==> src/rtl/lock_seq_pkg.sv <==
package lock_seq_pkg;

    // Qualification progress of the lock sequencer
    typedef enum logic [1:0] {
        PH_ACQUIRE = 2'd0,
        PH_HOLD    = 2'd1,
        PH_QUAL    = 2'd2
    } qual_phase_e;

    // Registered indication pair presented at the block edge
    typedef struct packed {
        logic unhealthy;
        logic locked;
    } health_flags_t;

    function automatic health_flags_t flags_for(input qual_phase_e ph);
        health_flags_t f;
        f.unhealthy = (ph != PH_QUAL);
        f.locked    = (ph == PH_QUAL);
        return f;
    endfunction

endpackage

==> src/rtl/lsq_phase_reg.sv <==
module lsq_phase_reg #(
    parameter int CODE_W     = 4,
    parameter int START_CODE = 8
) (
    input  logic              clk,
    input  logic              rst,
    input  logic [CODE_W-1:0] code_i,
    output logic [CODE_W-1:0] phase_o
);
    localparam logic [CODE_W-1:0] START_V = CODE_W'(START_CODE);

    logic [CODE_W-1:0] phase_q;

    always_ff @(posedge clk) begin
        if (rst) phase_q <= START_V;
        else     phase_q <= code_i;
    end

    assign phase_o = phase_q;


    reset_code_chk: assert property (@(posedge clk) rst |=> phase_q == START_V);


    follow_code_chk: assert property (@(posedge clk) disable iff (rst)
        !$past(rst) |-> phase_q == $past(code_i));

endmodule

==> src/rtl/lsq_hold_timer.sv <==
module lsq_hold_timer
    import lock_seq_pkg::*;
#(
    parameter int CODE_W    = 4,
    parameter int HOLD_SECS = 5
) (
    input  logic              clk,
    input  logic              rst,
    input  logic [CODE_W-1:0] phase_i,
    input  logic              tick_i,
    input  logic              fault_i,
    output qual_phase_e       next_phase_o
);
    localparam int CNT_W = $clog2(HOLD_SECS + 1);
    localparam logic [CNT_W-1:0] HOLD_V = CNT_W'(HOLD_SECS);

    logic [CNT_W-1:0] cnt_q, cnt_d;
    logic             restart;

    assign restart = (phase_i != '0) || fault_i;

    always_comb begin
        cnt_d = cnt_q;
        if (restart)
            cnt_d = '0;
        else if (tick_i && (cnt_q != HOLD_V))
            cnt_d = cnt_q + 1'b1;
    end

    always_ff @(posedge clk) begin
        if (rst) cnt_q <= '0;
        else     cnt_q <= cnt_d;
    end

    always_comb begin
        if (cnt_d == HOLD_V)    next_phase_o = PH_QUAL;
        else if (cnt_d != '0)   next_phase_o = PH_HOLD;
        else                    next_phase_o = PH_ACQUIRE;
    end


    cnt_bound_chk: assert property (@(posedge clk) disable iff (rst)
        cnt_q <= HOLD_V);


    tick_step_chk: assert property (@(posedge clk) disable iff (rst)
        (cnt_q != '0 && cnt_q != $past(cnt_q)) |-> $past(tick_i));


    restart_chk: assert property (@(posedge clk) disable iff (rst)
        (phase_i != '0) |=> cnt_q == '0);


    fault_clear_chk: assert property (@(posedge clk) disable iff (rst)
        fault_i |=> cnt_q == '0);

endmodule

==> src/rtl/lsq_health_out.sv <==
module lsq_health_out
    import lock_seq_pkg::*;
(
    input  logic        clk,
    input  logic        rst,
    input  qual_phase_e next_phase_i,
    output logic        unhealthy_o,
    output logic        locked_o
);
    health_flags_t flags_q;

    always_ff @(posedge clk) begin
        if (rst) flags_q <= '{unhealthy: 1'b1, locked: 1'b0};
        else     flags_q <= flags_for(next_phase_i);
    end

    assign unhealthy_o = flags_q.unhealthy;
    assign locked_o    = flags_q.locked;


    reset_flags_chk: assert property (@(posedge clk)
        rst |=> (flags_q.unhealthy && !flags_q.locked));


    drop_needs_qual_chk: assert property (@(posedge clk) disable iff (rst)
        $fell(flags_q.unhealthy) |-> $past(next_phase_i == PH_QUAL));

endmodule

==> src/rtl/lock_health_seq.sv <==
module lock_health_seq
    import lock_seq_pkg::*;
#(
    parameter int CODE_W     = 4,
    parameter int START_CODE = 8,
    parameter int HOLD_SECS  = 5
) (
    input  logic              clk,
    input  logic              rst,
    input  logic [CODE_W-1:0] phase_code_i,
    input  logic              sec_tick_i,
    input  logic              fault_i,
    output logic [CODE_W-1:0] phase_o,
    output logic              unhealthy_o,
    output logic              locked_o
);
    qual_phase_e next_phase;

    lsq_phase_reg #(
        .CODE_W     (CODE_W),
        .START_CODE (START_CODE)
    ) u_phase (
        .clk     (clk),
        .rst     (rst),
        .code_i  (phase_code_i),
        .phase_o (phase_o)
    );

    lsq_hold_timer #(
        .CODE_W    (CODE_W),
        .HOLD_SECS (HOLD_SECS)
    ) u_hold (
        .clk          (clk),
        .rst          (rst),
        .phase_i      (phase_o),
        .tick_i       (sec_tick_i),
        .fault_i      (fault_i),
        .next_phase_o (next_phase)
    );

    lsq_health_out u_out (
        .clk          (clk),
        .rst          (rst),
        .next_phase_i (next_phase),
        .unhealthy_o  (unhealthy_o),
        .locked_o     (locked_o)
    );


    fault_fast_chk: assert property (@(posedge clk) disable iff (rst)
        fault_i |=> (unhealthy_o && !locked_o));


    nonzero_unhealthy_chk: assert property (@(posedge clk) disable iff (rst)
        (phase_o != '0) |=> unhealthy_o);


    locked_zero_chk: assert property (@(posedge clk) disable iff (rst)
        locked_o |-> $past(phase_o == '0));

endmodule

==> config.mk <==
export PLATFORM = sky130hd
export DESIGN_NAME = lock_health_seq
export DESIGN_NICKNAME = d
export VERILOG_FILES = /design/src/rtl/lock_seq_pkg.sv /design/src/rtl/lsq_phase_reg.sv /design/src/rtl/lsq_hold_timer.sv /design/src/rtl/lsq_health_out.sv /design/src/rtl/lock_health_seq.sv
export SDC_FILE = /design/constraint.sdc
export NUM_CORES = 1
export LEC_CHECK = 0
export ABC_AREA = 1
export CORE_MARGIN = 1
export CORE_UTILIZATION = 30
export CTS_BUF_LIST = sky130_fd_sc_hd__clkbuf_2
export DETAILED_ROUTE_END_ITERATION = 10
export GPL_ROUTABILITY_DRIVEN = 0
export MAX_ROUTING_LAYER = met4
export SLEW_MARGIN = 30
export SYNTH_ARGS = -nofsm -noshare
export SYNTH_HDL_FRONTEND = slang
export SYNTH_SLANG_ARGS = --single-unit
==> constraint.sdc <==
create_clock -name clk -period 1 [get_ports clk]
set_clock_uncertainty 0.05 [all_clocks]
set_input_delay 0.2 -clock clk [delete_from_list [all_inputs] [get_ports clk]]
set_output_delay 0.2 -clock clk [all_outputs]
set_load 0.02 [all_outputs]
==> flow_metrics.env <==
export IMPL_status="finished, violations left"
export IMPL_violations="setup timing"
export IMPL_grt_pass1_wl_um=1120
export IMPL_finalWirelength_um=779
export IMPL_avgViaCountPerCell=4.33
export IMPL_antenna_found_initial=0
export IMPL_fin_setup_tns_ns=-0.642
export IMPL_ys_seq_area_share_pct=42.2
export IMPL_port_buffers=13
export IMPL_dp_cells=89
export IMPL_synth_area_leaders="dfxtp_1 (42%), inv_1 (11%), nand2_1 (9.7%)"
export IMPL_root_buffer="clkbuf_2"
export IMPL_hold_viol_final=0
export IMPL_die_x_um=39.7
export IMPL_p_leak_nw=0.330
export IMPL_grt_util_all_layers_pct=11.5
export IMPL_total_power_mw=0.700
export IMPL_syn_num_nets=68
export IMPL_whs_ns=0.413
export IMPL_syn2layout_area_growth_pct=58.9
export IMPL_dp_hpwl_um=625
export IMPL_vias=407
export IMPL_worst_path_max_delay_cell="dfxtp_2"
export IMPL_wl_per_cell_um=8.29
export IMPL_start_util_pct=32.4
export IMPL_synthCells=58
export IMPL_synth_warnings=0
export IMPL_cp_required_ns=1.08
export IMPL_dieArea_um2=1580
export IMPL_rr_startpoint="u_hold.cnt_q[1]"
export IMPL_crit_arrival_ns=1.25
export IMPL_vdd_ir_drop_max_v=0.000567
export IMPL_cts_tree="done"
export IMPL_grt_max_degree=6
export IMPL_finalWorstSetupSlack_ns=-0.166
export IMPL_hp_class="input pin to register"
export IMPL_boundaryPins=14
export IMPL_powerDensity_nw_per_um2=1030
export IMPL_cts_buffers=3
export IMPL_globalRouteOverflowTotal=0
export IMPL_ant_nets=0
export IMPL_cts_buffer_depth=2
export IMPL_max_slew_margin_pct=83.9
export IMPL_hp_start="phase_code_i[0]"
export IMPL_grt_pass1_vias=317
export IMPL_synth_top_area_cell="dfxtp_1"
export IMPL_rows=13
export IMPL_drc=0
export IMPL_cts_sinks=9
export IMPL_cp_cell_sequence="inv_2 > ha_4 > nand2_4 > nand2_4 > nand2_4 > nand2_4 > nor2_4 > nand3_1"
export IMPL_min_period_over_period_pct=117
export IMPL_avgSynthCellArea_um2=7.36
export IMPL_clk_pin_slew_ns=0.09
export IMPL_die_y_um=39.7
export IMPL_timing_final_crit_period_ns=1.17
export IMPL_final_util_pct=51.5
export IMPL_syn_area_um2=427
export IMPL_criticalPathCategory="register to register"
export IMPL_drt_iter0_markers=2
export IMPL_core_um2=1320
export IMPL_htree_levels=1
export IMPL_final_cells=94
export IMPL_end_kind="register"
export IMPL_cp_max_fo=5
export IMPL_crit_path_start="u_hold.cnt_q[1]"
export IMPL_num_antenna_cells=0
export IMPL_rsz0062_at_grt="true"
export IMPL_start_kind="register"
export IMPL_cpMostUsedCell="nand2_4"
export IMPL_critPathMaxStageDelay_ns=0.35
export IMPL_fmax_mhz=857
export IMPL_slew_violations=0
export IMPL_firstDrtPassIters=2
export IMPL_synth_top_cell_area_share_pct=42.2
export IMPL_synth_seq_cells=9
export IMPL_drv_cap=0
export IMPL_ctsHoldBuffers=0
export IMPL_layout_nets=90
export IMPL_synth_distinct_cells=13
export IMPL_max_slew_worst_pin_slew_ns=0.241
export IMPL_layout_drive_gt1_share_pct=44.3
export IMPL_clock_latency_ns=0.24
export IMPL_mostFrequentLayoutCells="inv_1 (11), nand2_1 (11), clkdlybuf4s50_1 (7)"
export IMPL_setup_viol=5
==> cell families after synthesis <==
family                     after synthesis  synth area share [%]
and+or+nand+nor                         35                  41.3
buffers and inverters                   12                  10.6
DFF                                      9                  42.2
adders and majority gates                2                  5.86
==> state kept, by name (all words and copies together), names as in the netlist <==
signal,flops
u_hold.cnt_q,3
u_out.locked_o,1
u_out.unhealthy_o,1
u_phase.phase_o,4
==> metal layers <==
metal / vias up / share of wire [%] / global-route usage, % / wire length, um
li1: 216 / - / - / -
met3: 2 / 4.5 / 3.98 / 35
met2: 12 / 52 / 16.0 / 407
met5: - / 0 / - / 0
met4: 0 / 0.64 / 10.3 / 5
met1: 177 / 42 / 12.6 / 331
==> worst max-delay path, delay by kind of cell (launching register included) <==
family	cells	cell delay [ns]
and+or+nand+nor	6	0.45
DFF	1	0.35
adders and majority gates	1	0.15
buffers and inverters	1	0.04
==> cell type report <==
cell class / count / area, um^2
Sequential cell: 9 / 188
Inverter: 12 / 45.0
Fill cell: 134 / 639
Multi-Input combinational cell: 37 / 246
Clock buffer: 4 / 20.0
Tap cell: 15 / 18.8
Timing Repair Buffer: 17 / 160
==> synth_stat cells <==
| cell | count |
|---|---|
| dfxtp_1 | 9 |
| ha_1 | 2 |
| inv_1 | 12 |
| nand2_1 | 11 |
| nand2_2 | 6 |
| nand3_1 | 4 |
| nand3b_1 | 1 |
| nand4_1 | 2 |
| nor2_1 | 6 |
| nor2_2 | 2 |
| nor2_4 | 1 |
| nor3_1 | 1 |
| or2_2 | 1 |
==> stage by stage <==
step	cell area (um^2)	worst slack, ns
finish	678	-0.166
global route	678	-0.266
CTS	627	-0.167
detailed placement	624	-0.365
global placement	624	-0.351
floorplan	453	-0.0974
==> report_power, final <==
group | leakage, nW | total [mW] | internal [mW] | switching [mW]
clock network | 0.0166 | 0.226 | 0.106 | 0.119
logic | 0.238 | 0.0993 | 0.0552 | 0.0441
registers | 0.0752 | 0.375 | 0.369 | 0.00637
==> timing repair <==
action	CTS	global route
setup endpoints to repair	11	11
resized for setup	26	16
pin swaps	1	2
buffers inserted	1	0
==> worst paths after layout <==
kind / to / slack [ns] / cells after the start
max: u_out.unhealthy_o / -0.17 / 8
min: u_phase.phase_o[0] / 0.41 / 3
max reg2reg: u_out.unhealthy_o / -0.17 / 8
min reg2reg: u_hold.cnt_q[1] / 0.55 / 4
Power figures use the tool's default switching activity.
